**config.mk**
```make
export PLATFORM = sky130hd
export DESIGN_NAME = fpaddms_top
export DESIGN_NICKNAME = d
export VERILOG_FILES = /design/src/rtl/fpaddms_pkg.sv /design/src/rtl/fpaddms_cmp.sv /design/src/rtl/fpaddms_rshift.sv /design/src/rtl/fpaddms_norm.sv /design/src/rtl/fpaddms_top.sv
export SDC_FILE = /design/constraint.sdc
export NUM_CORES = 1
export LEC_CHECK = 0
export ABC_AREA = 1
export BUFFER_PORTS_ARGS = -buffer_cell sky130_fd_sc_hd__buf_2
export CAP_MARGIN = 0
export CORE_MARGIN = 2
export CORE_UTILIZATION = 43
export DETAILED_ROUTE_END_ITERATION = 6
export PLACE_DENSITY_LB_ADDON = 0.08
export SKIP_LAST_GASP = 1
export SLEW_MARGIN = 20
export SYNTH_ARGS = -nofsm -noshare
export SYNTH_HDL_FRONTEND = slang
export SYNTH_HIERARCHICAL = 1
export SYNTH_SLANG_ARGS = --single-unit
```
**constraint.sdc**
```tcl
create_clock -name clk -period 3 [get_ports clk]
set_clock_uncertainty 0.15 [all_clocks]
set_input_delay 0.75 -clock clk [delete_from_list [all_inputs] [get_ports clk]]
set_output_delay 0.75 -clock clk [all_outputs]
set_load 0.005 [all_outputs]
```
**src/rtl/fpaddms_pkg.sv**
```systemverilog
package fpaddms_pkg;

    typedef enum logic [3:0] {
        S_IDLE,
        S_LD_E1,
        S_LD_M1,
        S_LD_E2,
        S_LD_M2,
        S_CMP,
        S_ALIGN,
        S_ADD,
        S_NORM,
        S_STORE
    } seq_t;

    typedef enum logic [1:0] {
        BR_EQ,
        BR_A_LT,
        BR_B_LT
    } br_t;

    typedef enum logic [2:0] {
        NS_RIGHT,
        NS_KEEP,
        NS_ZERO,
        NS_OVF,
        NS_UDF,
        NS_LEFT
    } norm_t;

endpackage

```
**src/rtl/fpaddms_cmp.sv**
```systemverilog
module fpaddms_cmp
    import fpaddms_pkg::*;
#(
    parameter int EXP_W = 8
) (
    input  logic [EXP_W-1:0] e1,
    input  logic [EXP_W-1:0] e2,
    output br_t              br,
    output logic [EXP_W-1:0] diff
);

    always_comb begin
        if (e1 == e2) begin
            br   = BR_EQ;
            diff = '0;
        end else if (e1 < e2) begin
            br   = BR_A_LT;
            diff = e2 - e1;
        end else begin
            br   = BR_B_LT;
            diff = e1 - e2;
        end
    end

endmodule

```
**src/rtl/fpaddms_rshift.sv**
```systemverilog
module fpaddms_rshift #(
    parameter int EXP_W = 8,
    parameter int MAN_W = 16
) (
    input  logic [MAN_W-1:0] din,
    input  logic [EXP_W-1:0] amt,
    output logic [MAN_W-1:0] dout
);

    // Any shift of the full mantissa width or more empties the operand.
    always_comb begin
        if (int'(amt) >= MAN_W) begin
            dout = '0;
        end else begin
            dout = din >> amt;
        end
    end

endmodule

```
**src/rtl/fpaddms_norm.sv**
```systemverilog
module fpaddms_norm
    import fpaddms_pkg::*;
#(
    parameter int EXP_W = 8,
    parameter int MAN_W = 16
) (
    input  logic [MAN_W:0]   mo,
    input  logic [EXP_W-1:0] eo,
    output norm_t            act,
    output logic [MAN_W:0]   mo_n,
    output logic [EXP_W-1:0] eo_n
);

    always_comb begin
        mo_n = mo;
        eo_n = eo;
        if (mo[MAN_W]) begin
            if (eo == {EXP_W{1'b1}}) begin
                act = NS_OVF;
            end else begin
                act  = NS_RIGHT;
                mo_n = mo >> 1;
                eo_n = eo + 1'b1;
            end
        end else if (mo[MAN_W-1]) begin
            act = NS_KEEP;
        end else if (mo == '0) begin
            act = NS_ZERO;
        end else if (eo == '0) begin
            act = NS_UDF;
        end else begin
            act  = NS_LEFT;
            mo_n = mo << 1;
            eo_n = eo - 1'b1;
        end
    end

endmodule

```
**src/rtl/fpaddms_top.sv**
```systemverilog
module fpaddms_top
    import fpaddms_pkg::*;
#(
    parameter int EXP_W  = 8,
    parameter int MAN_W  = 16,
    parameter int ADDR_W = 3
) (
    input  logic                   clk,
    input  logic                   rst_n,
    input  logic                   start,
    input  logic [ADDR_W-1:0]      src_a,
    input  logic [ADDR_W-1:0]      src_b,
    output logic                   busy,
    output logic                   done,
    output logic                   ovf,
    output logic                   udf,
    output logic [ADDR_W-1:0]      mem_addr,
    input  logic [EXP_W+MAN_W-1:0] mem_rdata,
    output logic                   mem_we,
    output logic [EXP_W+MAN_W-1:0] mem_wdata
);

    localparam int WORD_W = EXP_W + MAN_W;

    typedef struct packed {
        seq_t              st;
        logic [ADDR_W-1:0] a_addr;
        logic [ADDR_W-1:0] b_addr;
        logic [EXP_W-1:0]  e1;
        logic [EXP_W-1:0]  e2;
        logic [EXP_W-1:0]  eo;
        logic [MAN_W-1:0]  m1;
        logic [MAN_W-1:0]  m2;
        logic [MAN_W:0]    mo;
        br_t               br;
        logic [EXP_W-1:0]  diff;
        logic              ovf;
        logic              udf;
    } regs_t;

    regs_t r_d, r_q;

    br_t              cmp_br;
    logic [EXP_W-1:0] cmp_diff;
    logic [MAN_W-1:0] sh_in, sh_out;
    logic [MAN_W:0]   sum;
    norm_t            n_act;
    logic [MAN_W:0]   n_mo;
    logic [EXP_W-1:0] n_eo;

    fpaddms_cmp #(.EXP_W(EXP_W)) u_cmp (
        .e1   (r_q.e1),
        .e2   (r_q.e2),
        .br   (cmp_br),
        .diff (cmp_diff)
    );

    assign sh_in = (r_q.br == BR_B_LT) ? r_q.m2 : r_q.m1;

    fpaddms_rshift #(.EXP_W(EXP_W), .MAN_W(MAN_W)) u_rsh (
        .din  (sh_in),
        .amt  (r_q.diff),
        .dout (sh_out)
    );

    assign sum = {1'b0, r_q.m1} + {1'b0, r_q.m2};

    fpaddms_norm #(.EXP_W(EXP_W), .MAN_W(MAN_W)) u_norm (
        .mo   (r_q.mo),
        .eo   (r_q.eo),
        .act  (n_act),
        .mo_n (n_mo),
        .eo_n (n_eo)
    );

    always_comb begin
        r_d = r_q;
        unique case (r_q.st)
            S_IDLE: begin
                if (start) begin
                    r_d.a_addr = src_a;
                    r_d.b_addr = src_b;
                    r_d.ovf    = 1'b0;
                    r_d.udf    = 1'b0;
                    r_d.st     = S_LD_E1;
                end
            end
            S_LD_E1: begin
                r_d.e1 = mem_rdata[WORD_W-1:MAN_W];
                r_d.st = S_LD_M1;
            end
            S_LD_M1: begin
                r_d.m1 = mem_rdata[MAN_W-1:0];
                r_d.st = S_LD_E2;
            end
            S_LD_E2: begin
                r_d.e2 = mem_rdata[WORD_W-1:MAN_W];
                r_d.st = S_LD_M2;
            end
            S_LD_M2: begin
                r_d.m2 = mem_rdata[MAN_W-1:0];
                r_d.st = S_CMP;
            end
            S_CMP: begin
                r_d.br   = cmp_br;
                r_d.diff = cmp_diff;
                r_d.st   = S_ALIGN;
            end
            S_ALIGN: begin
                unique case (r_q.br)
                    BR_A_LT: begin
                        r_d.m1 = sh_out;
                        r_d.eo = r_q.e2;
                    end
                    BR_B_LT: begin
                        r_d.m2 = sh_out;
                        r_d.eo = r_q.e1;
                    end
                    default: begin
                        r_d.eo = r_q.e1;
                    end
                endcase
                r_d.st = S_ADD;
            end
            S_ADD: begin
                r_d.mo = sum;
                r_d.st = S_NORM;
            end
            S_NORM: begin
                unique case (n_act)
                    NS_RIGHT: begin
                        r_d.mo = n_mo;
                        r_d.eo = n_eo;
                        r_d.st = S_STORE;
                    end
                    NS_KEEP: begin
                        r_d.st = S_STORE;
                    end
                    NS_ZERO: begin
                        r_d.mo = '0;
                        r_d.eo = '0;
                        r_d.st = S_STORE;
                    end
                    NS_OVF: begin
                        r_d.ovf = 1'b1;
                        r_d.mo  = '0;
                        r_d.eo  = '0;
                        r_d.st  = S_STORE;
                    end
                    NS_UDF: begin
                        r_d.udf = 1'b1;
                        r_d.mo  = '0;
                        r_d.eo  = '0;
                        r_d.st  = S_STORE;
                    end
                    default: begin
                        r_d.mo = n_mo;
                        r_d.eo = n_eo;
                    end
                endcase
            end
            S_STORE: begin
                r_d.st = S_IDLE;
            end
            default: begin
                r_d.st = S_IDLE;
            end
        endcase
    end

    always_ff @(posedge clk or negedge rst_n) begin
        if (!rst_n) begin
            r_q <= '{st: S_IDLE, br: BR_EQ, default: '0};
        end else begin
            r_q <= r_d;
        end
    end

    assign busy      = (r_q.st != S_IDLE);
    assign done      = (r_q.st == S_STORE);
    assign mem_we    = (r_q.st == S_STORE);
    assign mem_wdata = {r_q.eo, r_q.mo[MAN_W-1:0]};
    assign mem_addr  = (r_q.st == S_LD_E2 || r_q.st == S_LD_M2) ? r_q.b_addr : r_q.a_addr;
    assign ovf       = r_q.ovf;
    assign udf       = r_q.udf;

endmodule

```
### Word-level counts from Yosys, hierarchy flattened

Index checks and enable logic that the tools add are counted.

* bits in registers: 95
* input bits: 33
* output and inout bits: 32
* word-level logic and storage cells: 112

* $add $sub $neg: 5
* magnitude comparators: 2
* eq/ne operators: 28
* shift-type cells: 1
* mux-type cells: 38
* reductions and logical operators: 23

Operators by type and width (count)
* two-way mux 16 bit: 5
* two-way mux 17 bit: 4
* case mux 17 bit (2 select lines): 2
* two-way mux 8 bit: 8
* case mux 16 bit (2 select lines): 2
* case mux 4 bit (9 select lines): 1
* case mux 8 bit (2 select lines): 2
* adder 16 x 16 -> 17 bit: 1
* logical NOT 17 bit: 1
* == test 4 x 3 -> 1 bit (second input constant): 4
* inequality test 4 bit (second input constant): 4
* right shift 16 x 8 -> 16 bit: 1
* subtractor 8 bit: 2
* two-way mux 3 bit: 4
* AND reduction 6 bit: 2
* two-way mux 10 bit: 1
* inequality test 2 bit (second input constant): 5
* AND reduction 2 bit: 5
* nonzero test 2 bit: 5
* AND reduction 3 bit: 3
* adder 8 x 1 -> 8 bit (second input constant): 1
* == test 4 x 2 -> 1 bit (second input constant): 2
* == test 4 bit (second input constant): 2
* == test 8 bit: 1
* 22 further kinds: 29

### Logic depth before layout (Yosys ltp)

Gate-level depths: netlist of the first run.

* depth in word-level cells: 9
* gate-level depth with buffers: 18
* gate-level depth less buffers: 17

### Hierarchy

The synthesis of the first run kept the hierarchy.

By module, submodules not included
* fpaddms_top: instances 1, cells an instance 728, area each 5486.5 um^2, sequential area each 2377.3 um^2
* fpaddms_norm: instances 1, cells an instance 250, area each 1209.9 um^2, sequential area each 0.0 um^2
* fpaddms_cmp: instances 1, cells an instance 162, area each 897.1 um^2, sequential area each 0.0 um^2
* fpaddms_rshift: instances 1, cells an instance 168, area each 867.1 um^2, sequential area each 0.0 um^2

### Worst setup path before layout of the first run

Ideal clock, no wire load.

* path type: register to register
* start point: register r_q, in the netlist mem_wdata[16]
* end point: register r_q[28] in the netlist's numbering
* arrival: 2128 ps
* path slack: 601 ps
* stages on the path, launching flop included: 18
* cells stage by stage: dfrtp_1 -> inv_1 -> ha_1 -> inv_1 -> nor2_2 -> nand4_1 -> buf_4 -> nand2_1 -> nand2_1 -> nand2_1 -> nand2_1 -> inv_1 -> nor2_1 -> nand3_1 -> nand2_2 -> buf_2 -> a32oi_1 -> nand2_1

* cells in the longest elaborated chain, start to end: 9
* elaborated cells between the ends (all ways): 18

RTL lines
* start: declaration: RTL line fpaddms_top.sv:41 `regs_t r_d, r_q;`
* start signal: assignment: RTL line fpaddms_top.sv:175 `r_q <= r_d;`
* logical NOT 8 bit: RTL line fpaddms_norm.sv:29 `end else if (eo == '0) begin`
* two-way mux 1 bit: RTL line fpaddms_norm.sv:29
* two-way mux 3 bit: RTL line fpaddms_norm.sv:27 `end else if (mo == '0) begin`
* two-way mux 3 bit: RTL line fpaddms_norm.sv:25 `end else if (mo[MAN_W-1]) begin`
* two-way mux 3 bit *: RTL line fpaddms_norm.sv:17 `if (mo[MAN_W]) begin`
* net n_act[0]: RTL line fpaddms_top.sv:47 `norm_t n_act;`
* == test 3 x 2 -> 1 bit or == test 3 bit (tied branches): RTL line fpaddms_top.sv:130 `unique case (n_act)`
* OR reduction 3 bit (no source line)
* case mux 17 bit (2 select lines): RTL line fpaddms_top.sv:130
* case mux 17 bit (2 select lines): RTL line fpaddms_top.sv:78 `unique case (r_q.st)`

The timed path passes the listed nets; every way through them passes the cells marked *. The select of a mux whose other input is x is not followed.
A chain may end at the register's enable or synchronous reset.

### Worst setup path after layout of the first run

* start point: register r_q[94] in the netlist's numbering
* end point: output port mem_addr[0]

* cells in the longest elaborated chain, start to end: 3
* elaborated cells between the ends (all ways): 4

RTL lines
* == test 4 x 2 -> 1 bit or == test 4 x 3 -> 1 bit (tied branches): RTL line fpaddms_top.sv:183 `assign mem_addr = (r_q.st == S_LD_E2 || r_q.st == S_LD_M2) ? r_q.b_addr : r_q.a_addr;`
* logical OR 1 bit *: RTL line fpaddms_top.sv:183
* two-way mux 3 bit *: RTL line fpaddms_top.sv:183
* end: declaration: RTL line fpaddms_top.sv:17 `output logic [ADDR_W-1:0] mem_addr,`

Mark *: on every way between the ends. The rest lies on a longest branch, timed or not.

==> flow_summary.toml, run 1 <==
[yosys]
yosysMostFrequentCell = "nand2_1"
synth.largest_area_cell = "dfrtp_1"
synth_cell_types = 49
seq_area_frac_synth = 0.281
synthArstFlopShare = 1.00
synth_ff_type = "dfrtp_1"
avgSynthCellArea_um2 = 6.47
synth_edf_count = 0
synth_top_area_frac = 0.281
ys_ff_latch = 95
synthCells = 1308
yosys_warnings = 6
synthesis.area_um2 = 8460
synthTopCellsByCount = "nand2_1 (392), inv_1 (164), nand3_1 (120)"
synth_nets = 1379
synth.area.top_cells = "dfrtp_1 (28%), nand2_1 (17%), inv_1 (7.3%)"

[routing]
drc_errors = 0
dr_wl_met3_um = 701
drt_first_pass_iters = 5
routedLengthMet1_mm = 11.8
postRouteWirelength_mm = 23.0
drt-vias-per-instance = 5.13
wl_met2_mm = 10.1
routed-via-count = 8181
highest_layer = "met4"
ant_nets = 0
wl_per_cell_um = 14.4
drtIter0Drc = 467

[place]
detailed_place_hpwl_mm = 17.7
dp_cells = 1578
place_area_um2 = 8740
io_buffers = 64
gp_congestion = 0.928
dpl_worst_slack_ns = 0.359

[pwr]
p_per_area_nw_per_um2 = 1310
power_frac_seq = 0.224
netSwitchingFraction = 0.546
p_clk_frac = 0.099
p_comb_frac = 0.676
p_int_mw = 5.39
ir_worst_vdd_v = 0.000462
power_leakage_nw = 4.84
power_switching_mw = 6.49

[grt]
grt_antenna_before_repair = 0
grt_pass1_wl_mm = 37.4
grt_usage = 0.226
grt_max_degree = 44
grt-ovfl-total = 0
grt_pass1_vias = 7411

[clock_network]
insertion_delay_ns = 0.36
cts_buffer_depth = 2
cts_tree = "yes"
cts_max_level = 3
cts_buffers = 9
clkSinkCount = 95
clockRootBuffer = "clkbuf_16"
clk_pin_slew_ns = 0.08

[setup_path]
worstPathArrival_ns = 1.75
cp.required_ns = 2.10
crit_fanout = 6
critPathLaunchType = "register"
max_stage_delay_ns = 0.47
worst_setup_path_end_kind = "output port"
path_class = "register to output port"
cpMaxStageDelayCell = "dfrtp_1"
worstPathCellList = "nor2_2 -> inv_2 -> nor2_1 -> nor2_1 -> inv_1 -> nand2_1 -> nand2_1 -> buf_2"

[timing]
final_max_slew_viol_count = 0
hold_viol = 0
setup_ws_ns = 0.348
rsz0062_at_grt = "false"
finalCriticalPeriod_ns = 2.65
finalSetupTns_ns = 0
slew-limit-headroom = 0.571
post-route-period-util = 0.884
hold-worst-slack_ns = 0.254
setup_viol = 0
timing.fmax_ghz = 0.377
worstMarginPinSlew_ns = 0.644

[floorplan]
die_area_um2 = 20800
die_w_um = 144
coreArea_um2 = 19400
rows = 51
start_util = 0.436
pin_count = 65
die_h_um = 144

[status]
status = "complete, no violations"

[layout]
finalNetCount = 1395
syn_to_final_growth_pct = 7.10
drive_gt1_frac = 0.119
finalNonFillerCells = 1594
fill_cells = 2138
finalInstanceArea_um2 = 9060
diodes = 0

[flow_run]
max_cap_violations = 0

[hold_path]
holdCritPathClass = "input port to async pin"
## state kept, by name (all words and copies together) (netlist names)
signal / flops
mem_wdata: 24
ovf: 1
r_q: 69
udf: 1
## layout make-up
type / instances / area (um^2) / share of cell area
multi-input cells: 960 / 4890 / 0.540
flip-flops and latches: 95 / 2380 / 0.262
inverters: 177 / 669 / 0.0739
repair buffers: 81 / 475 / 0.0525
well taps: 265 / 332 / 0.0366
clock buffers: 9 / 225 / 0.0249
clock inverters: 7 / 91.3 / 0.0101
## power by group through the flow
stage	clock (mW)	sequential (mW)	combinational (mW)
after CTS	1.22	2.66	8.05
after detailed placement	0	2.68	8.00
after global routing	1.26	2.78	9.23
after floorplan	0	2.42	6.53
after global placement	0	2.65	8.00
final	1.18	2.67	8.03
## worst max-delay path: cells and delay by family, from the launching register on
kind          cells  cell delay [ns]
flops             1             0.47
simple gates      5             0.55
buf+inv           3             0.37
## per-layer routing
layer	up-vias	track usage
li1	4265	-
met1	3742	0.332
met2	148	0.356
met3	26	0.0202
met4	0	0.0664
met5	-	0
## final timing paths
kind                          startpoint           end  slack, ns  cells past startpoint
max                              r_q[94]   mem_addr[0]       0.35                      8
min                                rst_n       r_q[54]       0.25                      1
max reg2reg                mem_wdata[16]  mem_wdata[4]       0.38                     16
min reg2reg                      r_q[88]       r_q[88]       0.33                      2
max in group asynchronous          rst_n       r_q[82]       1.85                      2
min in group clk                 r_q[88]       r_q[88]       0.33                      2
## cell families after synthesis
family / after synthesis / share of synthesized area
AND/OR/NAND/NOR: 717 / 0.368
buffers and inverters: 253 / 0.142
AO/OA/AOI/OAI: 185 / 0.127
flip-flops: 95 / 0.281
adder cells (fa/ha/maj): 38 / 0.0589
XOR/XNOR: 11 / 0.0114
multiplexers: 9 / 0.0120
## per-stage QoR
step	power, mW	util
after floorplan	8.94	-
after global placement	10.7	0.450
after detailed placement	10.7	0.450
after CTS	11.9	0.467
after global routing	13.3	0.467
final	11.9	0.467
## cells in the final DEF, fill, tap and decap left out, types with 2 or more instances in the layout
cell type,Yosys,routed
nand2_1,392,392
inv_1,164,164
nand3_1,120,120
nor2_1,115,114
dfrtp_1,95,95
buf_2,17,63
o21ai_0,51,51
a21oi_1,50,50
nand4_1,44,44
a31oi_1,42,42
ha_1,35,35
buf_4,31,16
o21ai_1,15,15
nor2_2,9,10
xor2_1,10,10
o211ai_1,10,10
inv_2,10,9
mux2_2,9,9
nor3_1,9,9
clkbuf_16,0,9
nand2_2,8,7
a21oi_2,7,7
or2_2,4,4
a22oi_1,4,4
nand3b_1,4,4
clkinv_8,0,4
nand3_2,3,3
fa_1,3,3
nor2_4,3,3
nand2_4,1,2
clkinv_2,1,2
and2_1,2,2
clkinv_4,0,2
buf_12,1,2
## what timing repair did
| action | CTS | global route |
|---|---|---|
| gates resized for setup | 0 | 2 |
| buffers inserted | 0 | 0 |
| hold endpoints to repair | 0 | 0 |
| setup endpoints to repair | 0 | 1 |
| hold buffers | 0 | 0 |
Note: power is estimated with default switching activity, not from simulation.
==> inputs of run 2 (changes only) <==
--- a/config.mk
+++ b/config.mk
@@ -8,8 +8,10 @@
 export ABC_AREA = 1
 export BUFFER_PORTS_ARGS = -buffer_cell sky130_fd_sc_hd__buf_2
 export CAP_MARGIN = 0
-export CORE_MARGIN = 2
-export CORE_UTILIZATION = 43
+export CELL_PAD_IN_SITES_DETAIL_PLACEMENT = 1
+export CELL_PAD_IN_SITES_GLOBAL_PLACEMENT = 2
+export CORE_MARGIN = 4
+export CORE_UTILIZATION = 34
 export DETAILED_ROUTE_END_ITERATION = 6
 export PLACE_DENSITY_LB_ADDON = 0.08
 export SKIP_LAST_GASP = 1
==> flow_summary.toml, run 2 (same netlist as run 1, synthesis figures left out) <==
[setup_path]
cp-endpoint = "mem_addr[0]"
r2r_slack_ns = 0.34
crit_start = "r_q[94]"
critPathLaunchType = "register"
cp.required_ns = 2.10
reg2reg_depth = 13
path_class = "register to output port"
worst_setup_path_end_kind = "output port"
reg2reg_to = "mem_wdata[0]"
r2r-start = "mem_wdata[17]"
worstPathArrival_ns = 1.80
crit_fanout = 6

[routing]
ant_nets = 0
drt_first_pass_iters = 5
postRouteWirelength_mm = 26.8
routed-via-count = 8341
drt-vias-per-instance = 5.02
wl_per_cell_um = 16.1
drc_errors = 0
drtIter0Drc = 359

[layout]
mostFrequentLayoutCells = "nand2_1 (392), inv_1 (164), nand3_1 (120)"
final_common_cell = "nand2_1"
largest_reg_flops = 69
diodes = 0
syn_to_final_growth_pct = 8.53
drive_gt1_frac = 0.125
finish.utilization = 0.376
finalNetCount = 1404
top_register = "r_q"

[floorplan]
coreArea_um2 = 24400
pin_count = 65
start_util = 0.347
die_w_um = 166
die_area_um2 = 27500
die_h_um = 166
rows = 57

[timing]
finalSetupTns_ns = 0
worstMarginPinSlew_ns = 0.601
final_max_slew_viol_count = 0
setup_viol = 0
slew-limit-headroom = 0.598
hold_viol = 0
finalCriticalPeriod_ns = 2.70
setup_ws_ns = 0.303
timing.fmax_ghz = 0.371
post-route-period-util = 0.899
rsz0062_at_grt = "false"

[clock_network]
clkSinkCount = 95
cts_buffers = 9
cts.repair.resized = 0
insertion_delay_ns = 0.36
clockRootBuffer = "clkbuf_16"
cts_tree = "yes"
cts_max_level = 3
cts_setup_buffers = 0
clk_pin_slew_ns = 0.07
cts_buffer_depth = 2
hold_buffers = 0

[grt]
grt-ovfl-total = 0
grt_pass1_vias = 8518
grt_pass1_wl_mm = 44.6
grt_max_degree = 42
grt_antenna_before_repair = 0
grt_usage = 0.194

[pwr]
p_per_area_nw_per_um2 = 1340
ir_worst_vdd_v = 0.000550
power_leakage_nw = 4.88

[hold_path]
holdCritPathClass = "input port to async pin"

[status]
status = "complete, no violations"

[place]
detailed_place_hpwl_mm = 21.2
io_buffers = 64
gp_congestion = 0.858
dpl_worst_slack_ns = 0.361

[flow_run]
max_cap_violations = 0
run 2: routing by layer:
layer	global-route usage	up-vias	wire length [um]	part of all wire
met3	0.0195	21	575	0.021
met1	0.286	3959	13900	0.52
met4	0.0456	0	367	0.014
met2	0.308	87	12000	0.45
met5	0	-	0	0
li1	-	4274	-	-
run 2: final cells by class:
type / instances / area [um^2]
flip-flops and latches: 95 / 2380
fillers: 3267 / 15200
multi-input cells: 960 / 4890
clock buffers: 9 / 225
repair buffers: 90 / 543
clock inverters: 7 / 77.6
well taps: 324 / 405
inverters: 177 / 668
run 2: stage by stage:
step	hold slack (ns)	instances	total power, mW	instance area [um^2]
after detailed placement	0.315	1646	11.2	8880
final	0.240	1662	12.3	9180
after CTS	0.259	1662	12.4	9180
after global placement	0.305	1646	11.1	8880
after floorplan	0.292	1308	8.94	8460
after global routing	0.276	1662	13.7	9180
run 2: power breakdown:
group	total (mW)	switching, mW	leakage, nW	internal (mW)
Combinational	8.48	5.51	3.63	2.96
Sequential	2.58	0.661	1.10	1.92
Clock	1.22	0.558	0.152	0.658
Total	12.3	6.73	4.88	5.54
run 2: worst min-delay path by stage:
stage	start	slack [ns]	endpoint
after floorplan	r_q[85]	0.29	r_q[85]
after global placement	r_q[90]	0.30	r_q[90]
after detailed placement	r_q[88]	0.31	r_q[88]
after CTS	rst_n	0.26	r_q[53]
after global routing	rst_n	0.28	r_q[53]
final	rst_n	0.24	r_q[53]
run 2: critical path, cell delays in order (launching register included):
cell and delay, ns:
dfrtp_1 0.47, nor2_2 0.10, inv_2 0.15, nor2_1 0.08, nor2_1 0.26, inv_1 0.14, nand2_1 0.08, nand2_1 0.05
buf_2 0.12
==> inputs of run 3 (changes only) <==
--- a/config.mk
+++ b/config.mk
@@ -11,7 +11,7 @@
 export CELL_PAD_IN_SITES_DETAIL_PLACEMENT = 1
 export CELL_PAD_IN_SITES_GLOBAL_PLACEMENT = 2
 export CORE_MARGIN = 4
-export CORE_UTILIZATION = 34
+export CORE_UTILIZATION = 37
 export DETAILED_ROUTE_END_ITERATION = 6
 export PLACE_DENSITY_LB_ADDON = 0.08
 export SKIP_LAST_GASP = 1
==> constraint.sdc (replaced) <==
create_clock -name clk -period 3.3 [get_ports clk]
set_clock_uncertainty 0.15 [all_clocks]
set_input_delay 0.825 -clock clk [delete_from_list [all_inputs] [get_ports clk]]
set_output_delay 0.825 -clock clk [all_outputs]
set_load 0.005 [all_outputs]
==> flow_summary.toml, run 3 (same netlist as run 1, synthesis figures left out) <==
[routing]
ant_nets = 0
wl_per_cell_um = 16.2
drt_first_pass_iters = 4
postRouteWirelength_mm = 26.1
routed-via-count = 8363
drtIter0Drc = 483
drt-vias-per-instance = 5.18
drc_errors = 0

[grt]
grt_pass1_vias = 8365
grt_max_degree = 43
grt_usage = 0.207
grt_pass1_wl_mm = 43.9
grt-ovfl-total = 0
grt_antenna_before_repair = 0

[floorplan]
die_h_um = 159
start_util = 0.375
die_w_um = 159
rows = 55
pin_count = 65
die_area_um2 = 25300
coreArea_um2 = 22600

[layout]
drive_gt1_frac = 0.118
top_register = "r_q"
mostFrequentLayoutCells = "nand2_1 (392), inv_1 (164), nand3_1 (120)"
final_common_cell = "nand2_1"
multi_input_area_um2 = 4890
finalNonFillerCells = 1613
syn_to_final_growth_pct = 7.13
diodes = 0
finalNetCount = 1394
seqCellArea_um2 = 2380
largest_reg_flops = 69
fill_cells = 3057

[place]
dp_cells = 1597
detailed_place_hpwl_mm = 20.7
io_buffers = 64
gp_congestion = 0.815

[timing]
finalSetupTns_ns = 0
hold_viol = 0
setup_viol = 0
timing.fmax_ghz = 0.366
finalCriticalPeriod_ns = 2.73
post-route-period-util = 0.829
final_max_slew_viol_count = 0
worstMarginPinSlew_ns = 0.613
rsz0062_at_grt = "false"
slew-limit-headroom = 0.591

[clock_network]
cts_max_level = 3
cts_buffer_depth = 2
cts.repair.resized = 0
insertion_delay_ns = 0.35
hold_buffers = 0
cts_setup_buffers = 0
clkSinkCount = 95
cts_tree = "yes"
clk_pin_slew_ns = 0.08
cts_buffers = 9
clockRootBuffer = "clkbuf_16"

[pwr]
power_frac_seq = 0.221
power_leakage_nw = 4.83
p_per_area_nw_per_um2 = 1220
p_clk_frac = 0.104
power_switching_mw = 6.03
netSwitchingFraction = 0.547
p_int_mw = 5.00
p_comb_frac = 0.675
ir_worst_vdd_v = 0.000474

[setup_path]
cp.required_ns = 3.42
crit_fanout = 19
path_class = "register to register"
worstPathArrival_ns = 2.85
critPathLaunchType = "register"
worst_setup_path_end_kind = "register"
reg2reg_depth = 16
r2r-start = "mem_wdata[17]"
reg2reg_to = "mem_wdata[5]"
r2r_slack_ns = 0.57

[flow_run]
max_cap_violations = 0

[status]
status = "complete, no violations"

[hold_path]
holdCritPathClass = "input port to async pin"
## run 3: per-layer routing
layer | wire [um] | global-route usage | up-vias
li1 | - | - | 4247
met1 | 13500 | 0.307 | 3970
met2 | 11500 | 0.326 | 124
met3 | 740 | 0.0225 | 22
met4 | 319 | 0.0438 | 0
met5 | 0 | 0 | -
## run 3: metrics by stage
step	area (um^2)	setup slack (ns)	utilization	hold WS [ns]	total power [mW]
after floorplan	8460	0.901	-	0.292	8.13
after CTS	9060	0.537	0.402	0.328	11.2
after detailed placement	8740	0.568	0.387	0.313	9.98
after global routing	9060	0.175	0.402	0.344	12.4
final	9060	0.565	0.402	0.311	11.0
after global placement	8740	0.611	0.387	0.304	9.90
## run 3: power by group through the flow
stage / combinational [mW] / clock (mW) / sequential [mW]
after floorplan: 5.93 / 0 / 2.20
after global routing: 8.60 / 1.23 / 2.56
after global placement: 7.48 / 0 / 2.42
after CTS: 7.55 / 1.18 / 2.44
final: 7.45 / 1.14 / 2.44
after detailed placement: 7.52 / 0 / 2.46
## run 3: cell type report
cell class / count / share of cell area
Clock buffer: 11 / 0.0279
Clock inverter: 5 / 0.00745
Inverter: 177 / 0.0737
Multi-Input combinational cell: 960 / 0.539
Sequential cell: 95 / 0.262
Tap cell: 285 / 0.0393
Timing Repair Buffer: 80 / 0.0502
## run 3: how the worst max path moves through the flow
stage	from	end	cells past startpoint
floorplan	mem_wdata[16]	r_q[28]	17
global placement	mem_wdata[11]	mem_wdata[5]	15
detailed placement	mem_wdata[17]	mem_wdata[5]	16
CTS	mem_wdata[17]	mem_wdata[5]	16
global route	mem_wdata[16]	mem_wdata[5]	16
finish	mem_wdata[17]	mem_wdata[5]	16
## run 3: worst max-delay path: stages (launching register included)
cell	delay (ns)
dfrtp_1	0.45
inv_1	0.12
ha_1	0.17
inv_1	0.06
nor2_2	0.15
nand4_1	0.14
nand2_1	0.11
nand2_1	0.06
nand2_1	0.11
nand2_1	0.09
inv_1	0.11
nor2_1	0.05
nand3_1	0.11
nand2_2	0.23
inv_2	0.30
nand2_1	0.08
o21ai_0	0.15
